**src/rtl/abs_enc_pkg.sv**
```systemverilog
package abs_enc_pkg;
  typedef enum logic [1:0] {RES_8 = 2'd0, RES_10 = 2'd1, RES_12 = 2'd2} res_e;
  typedef enum logic {MODE_CNT = 1'b0, MODE_DEG = 1'b1} mode_e;
  typedef enum logic {ST_IDLE = 1'b0, ST_WAIT = 1'b1} ctl_st_e;
  typedef enum logic {JOB_PV = 1'b0, JOB_OFS = 1'b1} job_e;

  function automatic int res_width(res_e r);
    case (r)
      RES_10:  return 10;
      RES_12:  return 12;
      default: return 8;
    endcase
  endfunction
endpackage

```
**src/rtl/abs_cfg_decode.sv**
```systemverilog
module abs_cfg_decode
  import abs_enc_pkg::*;
#(
  parameter int CFG_W = 16
) (
  input  logic [CFG_W-1:0] cfg_i,
  output res_e             res_o,
  output mode_e            mode_o
);
  logic unused_cfg;
  assign unused_cfg = ^{cfg_i[CFG_W-1:6], cfg_i[3:2]};

  // reserved codes fall back to defaults
  assign res_o  = (cfg_i[1:0] == 2'b11) ? RES_8 : res_e'(cfg_i[1:0]);
  assign mode_o = (cfg_i[5:4] == 2'b01) ? MODE_DEG : MODE_CNT;
endmodule

```
**src/rtl/abs_pos_calc.sv**
```systemverilog
module abs_pos_calc
  import abs_enc_pkg::*;
#(
  parameter int RAW_W = 12
) (
  input  logic [RAW_W-1:0] raw_i,
  input  logic [RAW_W-1:0] off_i,
  input  res_e             res_i,
  input  mode_e            mode_i,
  output logic [RAW_W-1:0] raw_m_o,
  output logic [RAW_W-1:0] val_o
);
  localparam int DEG_FULL = 360;
  localparam int PROD_W   = RAW_W + $clog2(DEG_FULL);

  logic [RAW_W-1:0]  mask;
  logic [RAW_W-1:0]  diff;
  logic [PROD_W-1:0] prod;

  always_comb begin
    mask    = RAW_W'((1 << res_width(res_i)) - 1);
    raw_m_o = raw_i & mask;
    diff    = (raw_i - off_i) & mask;
    prod    = PROD_W'(diff) * PROD_W'(DEG_FULL);
    val_o   = (mode_i == MODE_DEG) ? RAW_W'(prod >> res_width(res_i)) : diff;
  end
endmodule

```
**src/rtl/abs_bcd_engine.sv**
```systemverilog
module abs_bcd_engine #(
  parameter int BIN_W = 12,
  parameter int DIG   = 4
) (
  input  logic             clk_i,
  input  logic             rst_ni,
  input  logic             start_i,
  input  logic [BIN_W-1:0] bin_i,
  output logic             busy_o,
  output logic             done_o,
  output logic [4*DIG-1:0] bcd_o
);
  localparam int BCD_W = 4 * DIG;
  localparam int CNT_W = $clog2(BIN_W + 1);

  logic [BIN_W-1:0] sh_q;
  logic [BCD_W-1:0] bcd_q, adj;
  logic [CNT_W-1:0] cnt_q;
  logic             done_q;

  for (genvar d = 0; d < DIG; d++) begin : g_adj
    assign adj[4*d +: 4] = (bcd_q[4*d +: 4] > 4'd4) ? bcd_q[4*d +: 4] + 4'd3
                                                     : bcd_q[4*d +: 4];
  end

  always_ff @(posedge clk_i or negedge rst_ni) begin
    if (!rst_ni) begin
      sh_q   <= '0;
      bcd_q  <= '0;
      cnt_q  <= '0;
      done_q <= 1'b0;
    end else begin
      done_q <= (cnt_q == CNT_W'(1));
      if (cnt_q == '0) begin
        if (start_i) begin
          sh_q  <= bin_i;
          bcd_q <= '0;
          cnt_q <= CNT_W'(BIN_W);
        end
      end else begin
        {bcd_q, sh_q} <= {adj, sh_q} << 1;
        cnt_q         <= cnt_q - CNT_W'(1);
      end
    end
  end

  assign busy_o = (cnt_q != '0);
  assign done_o = done_q;
  assign bcd_o  = bcd_q;
endmodule

```
**src/rtl/abs_origin_comp.sv**
```systemverilog
module abs_origin_comp
  import abs_enc_pkg::*;
#(
  parameter int RAW_W = 12,
  parameter int CFG_W = 16,
  parameter int DIG   = 4
) (
  input  logic             clk_i,
  input  logic             rst_ni,
  input  logic [RAW_W-1:0] raw_pos_i,
  input  logic [CFG_W-1:0] cfg_i,
  input  logic             cfg_we_i,
  input  logic             comp_req_i,
  output logic             comp_flag_o,
  output logic [4*DIG-1:0] offset_o,
  output logic [4*DIG-1:0] pv_o,
  output logic             pv_valid_o
);
  localparam int BCD_W = 4 * DIG;

  res_e    res_d, res_q;
  mode_e   mode_d, mode_q;
  ctl_st_e state_q;
  job_e    job_q;
  logic    flag_q;
  logic [RAW_W-1:0] off_bin_q, raw_m, pos_val, eng_bin;
  logic [BCD_W-1:0] off_bcd_q, pv_q, eng_bcd;
  logic    eng_start, eng_busy, eng_done, pv_valid_q;

  abs_cfg_decode #(.CFG_W(CFG_W)) u_dec (
    .cfg_i (cfg_i),
    .res_o (res_d),
    .mode_o(mode_d)
  );

  abs_pos_calc #(.RAW_W(RAW_W)) u_calc (
    .raw_i  (raw_pos_i),
    .off_i  (off_bin_q),
    .res_i  (res_q),
    .mode_i (mode_q),
    .raw_m_o(raw_m),
    .val_o  (pos_val)
  );

  assign eng_start = (state_q == ST_IDLE);
  assign eng_bin   = flag_q ? raw_m : pos_val;

  abs_bcd_engine #(.BIN_W(RAW_W), .DIG(DIG)) u_eng (
    .clk_i  (clk_i),
    .rst_ni (rst_ni),
    .start_i(eng_start),
    .bin_i  (eng_bin),
    .busy_o (eng_busy),
    .done_o (eng_done),
    .bcd_o  (eng_bcd)
  );

  always_ff @(posedge clk_i or negedge rst_ni) begin
    if (!rst_ni) begin
      res_q  <= RES_8;
      mode_q <= MODE_CNT;
    end else if (cfg_we_i) begin
      res_q  <= res_d;
      mode_q <= mode_d;
    end
  end

  always_ff @(posedge clk_i or negedge rst_ni) begin
    if (!rst_ni) begin
      state_q    <= ST_IDLE;
      job_q      <= JOB_PV;
      flag_q     <= 1'b0;
      off_bin_q  <= '0;
      off_bcd_q  <= '0;
      pv_q       <= '0;
      pv_valid_q <= 1'b0;
    end else begin
      pv_valid_q <= 1'b0;
      // a new request wins over the clear of the one being serviced
      if (comp_req_i) flag_q <= 1'b1;
      else if (state_q == ST_IDLE) flag_q <= 1'b0;
      case (state_q)
        ST_IDLE: begin
          job_q   <= flag_q ? JOB_OFS : JOB_PV;
          if (flag_q) off_bin_q <= raw_m;
          state_q <= ST_WAIT;
        end
        default: begin
          if (eng_done) begin
            if (job_q == JOB_OFS) begin
              off_bcd_q <= eng_bcd;
            end else begin
              pv_q       <= eng_bcd;
              pv_valid_q <= 1'b1;
            end
            state_q <= ST_IDLE;
          end else if (!eng_busy) begin
            state_q <= ST_WAIT;
          end
        end
      endcase
    end
  end

  assign comp_flag_o = flag_q;
  assign offset_o    = off_bcd_q;
  assign pv_o        = pv_q;
  assign pv_valid_o  = pv_valid_q;
endmodule

```
**config.mk**
```make
export PLATFORM = sky130hd
export DESIGN_NAME = abs_origin_comp
export DESIGN_NICKNAME = d
export VERILOG_FILES = /design/src/rtl/abs_enc_pkg.sv /design/src/rtl/abs_cfg_decode.sv /design/src/rtl/abs_pos_calc.sv /design/src/rtl/abs_bcd_engine.sv /design/src/rtl/abs_origin_comp.sv
export SDC_FILE = /design/constraint.sdc
export NUM_CORES = 1
export LEC_CHECK = 0
export BUFFER_PORTS_ARGS = -buffer_cell sky130_fd_sc_hd__buf_2
export CORE_MARGIN = 8
export CORE_UTILIZATION = 30
export DETAILED_ROUTE_END_ITERATION = 6
export HOLD_SLACK_MARGIN = 0.08
export SLEW_MARGIN = 10
export SYNTH_ARGS = -nofsm -noshare
export SYNTH_HDL_FRONTEND = slang
export SYNTH_HIERARCHICAL = 1
export SYNTH_SLANG_ARGS = --single-unit
```
**constraint.sdc**
```tcl
create_clock -name clk_i -period 7.2 [get_ports clk_i]
set_input_delay 1.08 -clock clk_i [delete_from_list [all_inputs] [get_ports clk_i]]
set_output_delay 1.08 -clock clk_i [all_outputs]
set_load 0.03 [all_outputs]
```
==> metrics.md, run 1 <==
| Metric | Value |
|---|---|
| Row cnt | 53 |
| Die Width | 160.9 um |
| DP Wirelength | 10,480 um |
| Post-CTS Resized | 0 |
| Status | complete, no violations |
| Syn avg cell area | 10.26 sq um |
| Top-Level Pins | 66 |
| Seq cells post-synth | 84 |
| Hold WC Path Type | reg2reg |
| First-pass GRT wire length | 23,360 um |
| Cts bufs inserted | 9 |
| Crit share post-route | 0.9209 |
| Hold-fix buffers at CTS | 0 |
| Setup crit end kind | register |
| Remaining Overflow, GRT | 0 |
| Via count | 4,450 |
| Remaining antenna violation count | 0 |
| Syn. warnings | 6 |
| Clock Skew | 0.009777 ns |
| Crit path max fanout | 4 |
| CTS Root Cell | clkbuf_16 |
| Yosys cell types | 70 |
| Core area | 20,820 sq um |
| Synthesized instance count | 614 |
| Critical path class | in2reg |
| Sink Count | 84 |
| Tmin final | 6.630 ns |
| Total Wirelength | 13,550 um |
| Worst EP arrival | 6.89 ns |
| Power density cells | 401.9 nW/um^2 |
| Setup Viol. Count Final | 0 |
| Initial Util | 0.3025 |
| Layout area overhead | 12.14% |
| CP Buf/Inv Count | 6 |
| Unrepaired setup endpoints after global routing | no |
| RD Place Congestion | 0.8021 |
| Worst-path cell with the longest stage delay | fa_1 |
| DRC viols | 0 |
| Slew @ Worst Pin | 0.8248 ns |
| Initial antenna violation count | 1 |
| Htree depth | 3 |
| MaxCap Viol Count | 0 |
| Top cell type by total area after synthesis | dfrtp_1 |
| WL/cell | 14.49 um |
| Delay of the slowest critical-path stage | 0.50 ns |
| Async set-reset flop share out of synthesis | 1.000 |
| Most common cell after layout, fill and taps aside | dfrtp_1 |
| Largest net degree at the start of global routing | 57 |
| Die Ht | 160.9 um |
| Commonest non-fill, non-tap cells in the layout | 84 x dfrtp_1, 70 x inv_1, 55 x ha_1, 52 x mux2_2, 52 x buf_2 |
| Clock Latency Late Sink | 0.33 ns |
| Final slew viol count | 0 |
| I/O Buffers | 53 |
| CP delay by family, top | adder cells |
| Worst-path clk slew | 0.06 ns |
| Met2 Track Usage GR | 0.1839 |
| VDD IR max | 0.1831 mV |
| Top cell type's share of synthesized area | 0.3337 |
| Vias per cell | 4.759 |
| Die footprint | 25,890 sq um |
| CP Launch Type | input pin |
| Power Total | 2.839 mW |
| TritonCTS clock tree | done |
| Syn_nets | 714 |
| Leakage | 3.405 nW |
| Sequential-to-total area share from yosys stat | 0.3337 |
| # Post-CTS Setup Buffers | 0 |
| DRT iter0 DRCs | 197 |
| Layer with the highest usage | met2 |
| N_diodes | 0 |
| Ranking of synthesized cells by area | dfrtp_1 33%, ha_1 11%, mux2_2 9.3%, inv_1 4.2%, fa_1 4.1% |
| Pre-antenna DRT Iters | 4 |
| Gr usage total | 0.1082 |
| Vias in the first global route | 4,690 |
| Setup TNS | 0 ns |
| Post-Syn Area | 6300 sq um |
| Max-slew headroom | 0.4502 |
| Max Root-Sink Buffers | 2 |
| Post-synth top flop | dfrtp_1 |
| Layout cell share with drive strength beyond 1 | 0.2333 |
| CP Data Required Time | 7.46 ns |
| Post-synth EDFFs | 0 |
| Final Hold Viols | 0 |
| Met1 usage | 0.1391 |
| Layout net count | 755 |
| Met3 Use GR | 0.01638 |
| FMAX | 150.8 MHz |
==> stage by stage <==
step | setup slack, ns | hold WS (ns) | cells | cell area [sq um] | utilization
floorplan | 0.8816 | 0.4549 | 614 | 6300 | -
global placement | 0.2383 | 0.4715 | 919 | 6761 | 0.3247
detailed placement | 0.1834 | 0.4741 | 919 | 6761 | 0.3247
CTS | 0.5030 | 0.4831 | 935 | 7064 | 0.3393
global route | 0.05278 | 0.5191 | 935 | 7064 | 0.3393
finish | 0.5696 | 0.4747 | 935 | 7064 | 0.3393
==> worst paths after layout <==
kind / slack (ns) / to / cells past startpoint / start
max: 0.57 / u_eng/sh_q[8] / 29 / raw_pos_i[0]
min: 0.47 / u_eng/sh_q[8] / 2 / u_eng/sh_q[7]
max reg2reg: 1.13 / u_eng/sh_q[8] / 27 / off_bin_q[0]
min reg2reg: 0.47 / u_eng/sh_q[8] / 2 / u_eng/sh_q[7]
max in group asynchronous: 5.49 / u_eng/sh_q[10] / 2 / rst_ni
min in group asynchronous: 0.66 / offset_o[6] / 1 / rst_ni
==> state kept, by name, summed over array words and instances (netlist names) <==
| name | count |
|---|---|
| pv_valid_o | 1 |
| u_eng/cnt_q | 4 |
| comp_flag_o | 1 |
| pv_o | 16 |
| offset_o | 16 |
| job_q | 1 |
| mode_q | 1 |
| u_eng/done_o | 1 |
| u_eng/sh_q | 12 |
| u_eng/bcd_o | 16 |
| off_bin_q | 12 |
| res_q | 2 |
| state_q | 1 |
==> kinds of logic (layout without fill, tap and decap cells) <==
logic type / after synthesis / in the layout / synth area share
mux: 76 / 76 / 0.1402
fa+ha+maj: 68 / 68 / 0.1505
xor+xnor: 27 / 27 / 0.03754
buf+inv: 101 / 147 / 0.07448
simple gates: 118 / 118 / 0.1021
compound gates: 140 / 140 / 0.1615
flops: 84 / 84 / 0.3337
==> power breakdown <==
part           switching, mW  internal (mW)
Clock                  0.185          0.281
Sequential            0.0360          0.527
Combinational           1.04          0.768
==> final cells by class <==
type,instances,area (sq um)
inverters,71,266.5
flip-flops and latches,84,2102
clock buffers,12,246.5
repair buffers,60,320.3
clock inverters,4,56.30
well taps,275,344.1
fillers,2192,13760
multi-input cells,429,3729
==> routing by layer <==
| metal | wire length, um | share of wire | vias up |
|---|---|---|---|
| met3 | 317 | 0.023 | 11 |
| met4 | 126 | 0.0093 | 2 |
| met2 | 6704 | 0.49 | 42 |
| met1 | 6389 | 0.47 | 2158 |
| li1 | - | - | 2237 |
| met5 | 12 | 0.00089 | - |
==> cells in the mapped netlist, types with 4 or more instances <==
master    instances
dfrtp_1          84
inv_1            70
ha_1             55
mux2_2           52
nand2_1          34
nor2_1           29
a21oi_1          26
o21ai_0          21
xnor2_1          19
mux2i_1          14
fa_1             13
o21ai_1          11
nor2b_1          10
a21o_1            9
mux2_4            9
nand2b_1          9
buf_4             8
o31ai_1           8
xor2_1            8
buf_6             7
o31a_1            7
clkbuf_1          6
o211ai_1          6
a211o_1           5
and2_1            5
and3_1            5
nor4b_1           5
o21bai_1          5
o32ai_2           5
a211oi_1          4
a31oi_1           4
buf_2             4
o21a_1            4
==> worst register-to-register path, cell delays in order (launching register included) <==
cell	delay, ns
dfrtp_1	0.34
ha_1	0.17
inv_1	0.06
fa_1	0.39
a21o_1	0.19
a211oi_1	0.25
nor2_1	0.09
o41ai_1	0.29
buf_4	0.18
xor2_1	0.17
nor2_1	0.10
ha_1	0.39
xor2_1	0.17
ha_1	0.28
inv_1	0.05
fa_1	0.50
inv_1	0.05
ha_1	0.25
a211oi_1	0.29
o21ai_0	0.20
a21o_1	0.21
a221oi_1	0.28
xnor2_1	0.21
or3b_1	0.37
o211ai_1	0.13
mux2_2	0.19
mux2i_1	0.06
o21ai_1	0.12
Power figures use the tool's default switching activity.
==> run 2, diff against run 1 <==
--- a/config.mk
+++ b/config.mk
@@ -6,12 +6,11 @@
 export NUM_CORES = 1
 export LEC_CHECK = 0
 export BUFFER_PORTS_ARGS = -buffer_cell sky130_fd_sc_hd__buf_2
-export CORE_MARGIN = 8
+export CORE_MARGIN = 10
 export CORE_UTILIZATION = 30
 export DETAILED_ROUTE_END_ITERATION = 6
 export HOLD_SLACK_MARGIN = 0.08
 export SLEW_MARGIN = 10
 export SYNTH_ARGS = -nofsm -noshare
 export SYNTH_HDL_FRONTEND = slang
-export SYNTH_HIERARCHICAL = 1
 export SYNTH_SLANG_ARGS = --single-unit
==> run 2 against run 1 <==
Net effect: global-route usage is 0.49 points higher; total power fell by 0.36%; clock-buffer cell count shrank 1; design area down 1.2%; die area up 3.1%; non-clock buffer count fell by 1; hold slack worse by 0.026 ns; final cell count up 7.0%; flip-flop and latch count unchanged; wire length up 12%; critical endpoint is now u_eng.sh_q[4].
==> metrics.md, run 2 <==
| Metric | Value |
|---|---|
| Crit share post-route | 0.8816 (was 0.9209) |
| Worst-path cell with the longest stage delay | fa_1 (unchanged) |
| Leakage | 3.343 nW (was 3.405 nW) |
| RD Place Congestion | 0.8307 (was 0.8021) |
| Max Root-Sink Buffers | 2 (unchanged) |
| Crit path cell chain | buf_2, ha_1, nor2b_1, o31a_1, o41ai_1, buf_4, o21ai_0, and4_1, or2_2, ha_1, ha_1, inv_1, fa_1, inv_1, ha_1, a21oi_1, a21boi_0, a211oi_2, o311ai_1, mux2i_1, and2_1, o31ai_1 |
| # Post-CTS Setup Buffers | 0 (unchanged) |
| Worst hold slack | 0.4485 ns (was 0.4747 ns) |
| Layout cell share with drive strength beyond 1 | 0.1452 (was 0.2333) |
| Worst-path clk slew | 0.07 ns (was 0.06 ns) |
| Remaining Overflow, GRT | 0 (unchanged) |
| CP Launch Point | raw_pos_i[1] (was raw_pos_i[0]) |
| Hold-fix buffers at CTS | 0 (unchanged) |
| Critical Path Most Common Cell | ha_1 |
| Fill cell count | 2,111 (was 2,192) |
| Critical path class | in2reg (unchanged) |
| Sink Count | 84 (unchanged) |
| First-pass GRT wire length | 25,010 um (was 23,360 um) |
| Clock Latency Late Sink | 0.34 ns (was 0.33 ns) |
| Syn. warnings | 0 (was 6) |
| Worst EP arrival | 6.59 ns (was 6.89 ns) |
| Vias in the first global route | 4,894 (was 4,690) |
| FMAX | 157.6 MHz (was 150.8 MHz) |
| Layout net count | 827 (was 755) |
| Final slew viol count | 0 (unchanged) |
| Power Total | 2.829 mW (was 2.839 mW) |
| Post-synth top flop | dfrtp_1 (unchanged) |
| Gr usage total | 0.1131 (was 0.1082) |
| Final core utilization | 0.3448 (was 0.3393) |
| Post-CTS Resized | 0 (unchanged) |
| Setup Viol. Count Final | 0 (unchanged) |
| Hold WC Path Type | reg2reg (unchanged) |
| Fin area | 6977 sq um (was 7064 sq um) |
| Async set-reset flop share out of synthesis | 1.000 (unchanged) |
| Most common cell after layout, fill and taps aside | dfrtp_1 (unchanged) |
| Sequential-to-total area share from yosys stat | 0.3408 (was 0.3337) |
| CTS Root Cell | clkbuf_16 (unchanged) |
| Largest net degree at the start of global routing | 65 (was 57) |
| Commonest non-fill, non-tap cells in the layout | 84 x dfrtp_1, 76 x inv_1, 70 x nand2_1, 57 x ha_1, 55 x a21oi_1 (was 84 x dfrtp_1, 70 x inv_1, 55 x ha_1, 52 x mux2_2, 52 x buf_2) |
| Setup crit end kind | register (unchanged) |
| CP Launch Type | input pin (unchanged) |
| WL/cell | 15.19 um (was 14.49 um) |
| Final Hold Viols | 0 (unchanged) |
| Slew @ Worst Pin | 0.9717 ns (was 0.8248 ns) |
| Power density cells | 405.5 nW/um^2 (was 401.9 nW/um^2) |
| Vias per cell | 5.009 (was 4.759) |
| Top cell type by total area after synthesis | dfrtp_1 (unchanged) |
| MaxCap Viol Count | 0 (unchanged) |
| VDD IR max | 0.2739 mV (was 0.1831 mV) |
| Syn_nets | 789 (was 714) |
| Row cnt | 52 (was 53) |
| DP Area | 6688 sq um (was 6761 sq um) |
| Clock Skew | 0.01097 ns (was 0.009777 ns) |
| FF-to-FF setup slack | 1.30 ns (was 1.13 ns) |
| Cts bufs inserted | 9 (unchanged) |
| N_diodes | 0 (unchanged) |
| Top cell type's share of synthesized area | 0.3408 (was 0.3337) |
| DRC viols | 0 (unchanged) |
| DP Wirelength | 11,440 um (was 10,480 um) |
| DRT iter0 DRCs | 255 (was 197) |
| Seq cells post-synth | 84 (unchanged) |
| Layout area overhead | 13.10% (was 12.14%) |
| Die Width | 163.4 um (was 160.9 um) |
| Delay of the slowest critical-path stage | 0.50 ns (about the same) |
| Htree depth | 3 (unchanged) |
| Remaining antenna violation count | 0 (unchanged) |
| I/O Buffers | 53 (unchanged) |
| Worst hold start | u_eng.done_o (was u_eng/sh_q[7]) |
| Syn avg cell area | 8.979 sq um (was 10.26 sq um) |
| Top-Level Pins | 66 (unchanged) |
| Synth top cells by count | 84 x dfrtp_1, 76 x inv_1, 70 x nand2_1 (was 84 x dfrtp_1, 70 x inv_1, 55 x ha_1) |
| Unrepaired setup endpoints after global routing | no (unchanged) |
| Initial antenna violation count | 0 (was 1) |
| Status | complete, no violations (unchanged) |
| Core area | 20,230 sq um (was 20,820 sq um) |
| Tmin final | 6.347 ns (was 6.630 ns) |
| Post-Syn Area | 6168 sq um (was 6300 sq um) |
| CP Data Required Time | 7.44 ns (was 7.46 ns) |
| Pre-antenna DRT Iters | 4 (unchanged) |
| Die Ht | 163.4 um (was 160.9 um) |
| Ranking of synthesized cells by area | dfrtp_1 34%, ha_1 12%, inv_1 4.6%, a21oi_1 4.5%, nand2_1 4.3% (was dfrtp_1 33%, ha_1 11%, mux2_2 9.3%, inv_1 4.2%, fa_1 4.1%) |
| Total Wirelength | 15,190 um (was 13,550 um) |
| Setup TNS | 0 ns (unchanged) |
| Via count | 5,009 (was 4,450) |
| TritonCTS clock tree | done (unchanged) |
| Most frequent cell after synthesis | dfrtp_1 (unchanged) |
| Synthesized instance count | 687 (was 614) |
| Post-synth EDFFs | 0 (unchanged) |
| Initial Util | 0.3048 (was 0.3025) |
| Die footprint | 26,700 sq um (was 25,890 sq um) |
| Worst r2r src | off_bin_q[1] (was off_bin_q[0]) |
| Yosys cell types | 67 (was 70) |
| Max-slew headroom | 0.3504 (was 0.4502) |
| Crit path max fanout | 8 (was 4) |
run 2: final timing paths:
path / cells after the start / end
min in group asynchronous: 1 / pv_o[3]
worst max register to register: 22 / u_eng.sh_q[4]
max in group asynchronous: 2 / pv_o[8]
worst min register to register: 1 / state_q
worst max-delay path: 22 / u_eng.sh_q[4]
worst min-delay path: 1 / state_q
run 2: kinds of logic (layout without fill, tap and decap cells):
group | count (synthesis) | count (layout) | share of synthesized area
compound gates | 202 | 202 | 0.2241
simple gates | 175 | 175 | 0.1351
buf+inv | 109 | 152 | 0.06856
flops | 84 | 84 | 0.3408
fa+ha+maj | 70 | 70 | 0.1578
xor+xnor | 28 | 28 | 0.03976
mux | 19 | 19 | 0.03387
run 2: critical path, delay by kind of cell:
kind / cells / cell delay (ns)
compound gates: 8 / 2.12
buf+inv: 4 / 0.41
mux: 1 / 0.23
fa+ha+maj: 5 / 1.83
simple gates: 4 / 0.91
run 2: per-stage QoR:
step / worst slack, ns / std cells
after floorplan: 1.293 / 687
after global placement: 0.6459 / 984
after detailed placement: 0.5779 / 984
after CTS: 0.9182 / 1000
after global routing: 0.4044 / 1000
final: 0.8528 / 1000
run 2: final cells by class:
| cell class | count | area (sq um) | share of cell area |
|---|---|---|---|
| Timing Repair Buffer | 59 | 312.8 | 0.04484 |
| Tap cell | 270 | 337.8 | 0.04842 |
| Multi-Input combinational cell | 494 | 3646 | 0.5226 |
| Clock buffer | 11 | 252.7 | 0.03623 |
| Clock inverter | 5 | 36.28 | 0.005201 |
| Sequential cell | 84 | 2102 | 0.3013 |
| Inverter | 77 | 289.0 | 0.04143 |
run 2: per-layer routing:
metal / wire (um) / vias up / GRT usage
li1: - / 2511 / -
met1: 7196 / 2389 / 0.1510
met2: 7095 / 99 / 0.1814
met3: 771 / 10 / 0.01712
met4: 127 / 0 / 0.04016
met5: 0 / - / 0
run 2: power breakdown:
part           total [mW]  leakage (nW)  internal (mW)  switching (mW)
Combinational        1.81          2.13          0.709            1.10
Sequential          0.571          1.08          0.532          0.0384
Clock               0.446         0.134          0.253           0.193
Total                2.83          3.34           1.49            1.33
==> run 3, diff against run 2 <==
--- a/config.mk
+++ b/config.mk
@@ -6,8 +6,10 @@
 export NUM_CORES = 1
 export LEC_CHECK = 0
 export BUFFER_PORTS_ARGS = -buffer_cell sky130_fd_sc_hd__buf_2
+export CORE_ASPECT_RATIO = 0.5
 export CORE_MARGIN = 10
 export CORE_UTILIZATION = 30
+export CTS_CLUSTER_SIZE = 16
 export DETAILED_ROUTE_END_ITERATION = 6
 export HOLD_SLACK_MARGIN = 0.08
 export SLEW_MARGIN = 10
==> run 3 against run 2 <==
Net effect: hold slack improved by 0.0079 ns; wire length fell by 0.28%; non-clock buffer count down 1; final cell count fell by 0.50%; sequential power about the same; highest routed layer unchanged.
==> metrics.md, run 3 (synthesized netlist as in run 2, its figures left out) <==
| Metric | Value |
|---|---|
| Max-slew headroom | 0.2907 (was 0.3504) |
| CTS Root Cell | clkbuf_16 (unchanged) |
| Vias in the first global route | 5,127 (was 4,894) |
| CP Buf/Inv Count | 4 (unchanged) |
| Final Hold Viols | 0 (unchanged) |
| Crit path max fanout | 11 (was 8) |
| Top-Level Pins | 66 (unchanged) |
| Worst Hold Depth | 1 (unchanged) |
| Final core utilization | 0.3514 (was 0.3448) |
| Layout area overhead | 12.90% (was 13.10%) |
| Die Ht | 121.4 um (was 163.4 um) |
| Max Root-Sink Buffers | 2 (unchanged) |
| RR Endpoint | u_eng.sh_q[4] (unchanged) |
| Worst hold start | u_eng.done_o (unchanged) |
| Htree depth | 3 (unchanged) |
| Initial antenna violation count | 0 (unchanged) |
| FF-to-FF setup slack | 1.24 ns (was 1.30 ns) |
| Die footprint | 27,050 sq um (was 26,700 sq um) |
| Worst r2r src | off_bin_q[1] (unchanged) |
| Hold WC Path Type | reg2reg (unchanged) |
| Setup TNS | 0 ns (unchanged) |
| Pre-antenna DRT Iters | 7 (was 4) |
| Crit path cell chain | buf_2, ha_1, nor2b_1, o31a_1, o41ai_1, buf_4, nor2b_1, xnor2_1, ha_1, xor2_1, ha_1, inv_1, fa_1, inv_1, ha_1, nand4_1, a211oi_1, a211oi_2, o311ai_1, mux2i_1, and2_1, o31ai_1 (was buf_2, ha_1, nor2b_1, o31a_1, o41ai_1, buf_4, o21ai_0, and4_1, or2_2, ha_1, ha_1, inv_1, fa_1, inv_1, ha_1, a21oi_1, a21boi_0, a211oi_2, o311ai_1, mux2i_1, and2_1, o31ai_1) |
| Vias per cell | 5.084 (was 5.009) |
| WHS Endpoint | state_q (unchanged) |
| Setup Viol. Count Final | 0 (unchanged) |
| Power density cells | 401.7 nW/um^2 (was 405.5 nW/um^2) |
| CP delay by family, top | adder cells (was compound AO/OA/AOI/OAI gates) |
| MaxCap Viol Count | 0 (unchanged) |
| Via count | 5,059 (was 5,009) |
| Most common cell after layout, fill and taps aside | dfrtp_1 (unchanged) |
| WL/cell | 15.23 um (was 15.19 um) |
| Unrepaired setup endpoints after global routing | no (unchanged) |
| Worst setup margin | 0.7924 ns (was 0.8528 ns) |
| Delay of the slowest critical-path stage | 0.51 ns (was 0.50 ns) |
| Worst-path clk slew | 0.06 ns (was 0.07 ns) |
| Initial Util | 0.3112 (was 0.3048) |
| Total Wirelength | 15,150 um (was 15,190 um) |
| Commonest non-fill, non-tap cells in the layout | 84 x dfrtp_1, 76 x inv_1, 70 x nand2_1, 57 x ha_1, 55 x a21oi_1 (unchanged) |
| Clock Latency Late Sink | 0.35 ns (was 0.34 ns) |
| Remaining antenna violation count | 0 (unchanged) |
| Die Width | 222.8 um (was 163.4 um) |
| Crit share post-route | 0.8899 (was 0.8816) |
| Remaining Overflow, GRT | 0 (unchanged) |
| DP Wirelength | 11,570 um (was 11,440 um) |
| DRC viols | 0 (unchanged) |
| Leakage | 3.341 nW (was 3.343 nW) |
| Layout cell share with drive strength beyond 1 | 0.1440 (was 0.1452) |
| Layout net count | 826 (was 827) |
| Cts bufs inserted | 9 (unchanged) |
| Gr usage total | 0.1119 (was 0.1131) |
| Status | complete, no violations (unchanged) |
| Final slew viol count | 0 (unchanged) |
| Core area | 19,820 sq um (was 20,230 sq um) |
| Worst slack at placement | 0.5186 ns (was 0.5779 ns) |
| I/O Buffers | 53 (unchanged) |
| Largest net degree at the start of global routing | 85 (was 65) |
| # Post-CTS Setup Buffers | 0 (unchanged) |
| Post-CTS Resized | 0 (unchanged) |
| Tmin final | 6.408 ns (was 6.347 ns) |
| Clock Skew | 0.006627 ns (was 0.01097 ns) |
| CP Data Required Time | 7.46 ns (was 7.44 ns) |
| Slew @ Worst Pin | 1.064 ns (was 0.9717 ns) |
| Hold-fix buffers at CTS | 0 (unchanged) |
| TritonCTS clock tree | done (unchanged) |
| VDD IR max | 0.2045 mV (was 0.2739 mV) |
| Worst r2r path cells | 22 (unchanged) |
| DP Area | 6675 sq um (was 6688 sq um) |
| First-pass GRT wire length | 25,430 um (was 25,010 um) |
| Worst EP arrival | 6.66 ns (was 6.59 ns) |
| Setup crit end kind | register (unchanged) |
| Crit. path cell count | 22 (unchanged) |
| RD Place Congestion | 0.9019 (was 0.8307) |
| Critical Path Most Common Cell | ha_1 (unchanged) |
| N_diodes | 0 (unchanged) |
| CP Launch Type | input pin (unchanged) |
| Fin area | 6964 sq um (was 6977 sq um) |
| Worst hold slack | 0.4564 ns (was 0.4485 ns) |
| Row cnt | 36 (was 52) |
| DRT iter0 DRCs | 335 (was 255) |
| Critical path class | in2reg (unchanged) |
| Worst-path cell with the longest stage delay | ha_1 (was fa_1) |
| FMAX | 156.1 MHz (was 157.6 MHz) |
| Sink Count | 84 (unchanged) |
## run 3: power breakdown
group | switching (mW) | total, mW | internal (mW)
registers | 0.0363 | 0.568 | 0.532
clock network | 0.210 | 0.452 | 0.242
logic | 1.07 | 1.78 | 0.707
## run 3: worst max path at each step
stage / from / end
after floorplan: raw_pos_i[1] / u_eng.sh_q[7]
after global placement: raw_pos_i[1] / u_eng.sh_q[4]
after detailed placement: raw_pos_i[1] / u_eng.sh_q[7]
after CTS: raw_pos_i[1] / u_eng.sh_q[7]
after global routing: raw_pos_i[1] / u_eng.sh_q[4]
final: raw_pos_i[1] / u_eng.sh_q[4]
## run 3: cell type report
type,instances,area [sq um]
clock buffers,9,225.2
clock inverters,7,63.81
fillers,2041,12850
inverters,77,289.0
multi-input cells,494,3646
flip-flops and latches,84,2102
well taps,266,332.8
repair buffers,58,305.3
## run 3: through the flow
stage	total power [mW]	cells
final	2.798	995
after CTS	2.793	995
after floorplan	1.983	687
after global routing	3.033	995
after detailed placement	2.330	979
after global placement	2.293	979
## run 3: metal layers
metal,up-vias,routed length [um],global-route usage
met1,2436,7111,0.1410
met4,0,260,0.03861
met5,-,0,0
met3,19,594,0.01924
li1,2500,-,-
met2,104,7182,0.1905
## run 3: worst reg2reg max path, delay by kind of cell, from the launching register on
family	cells	cell delay, ns
flip-flops	1	0.37
adder cells (fa/ha/maj)	5	1.93
buffers and inverters	4	0.37
multiplexers	1	0.20
XOR/XNOR	2	0.49
AND/OR/NAND/NOR	4	0.65
AO/OA/AOI/OAI	6	1.86
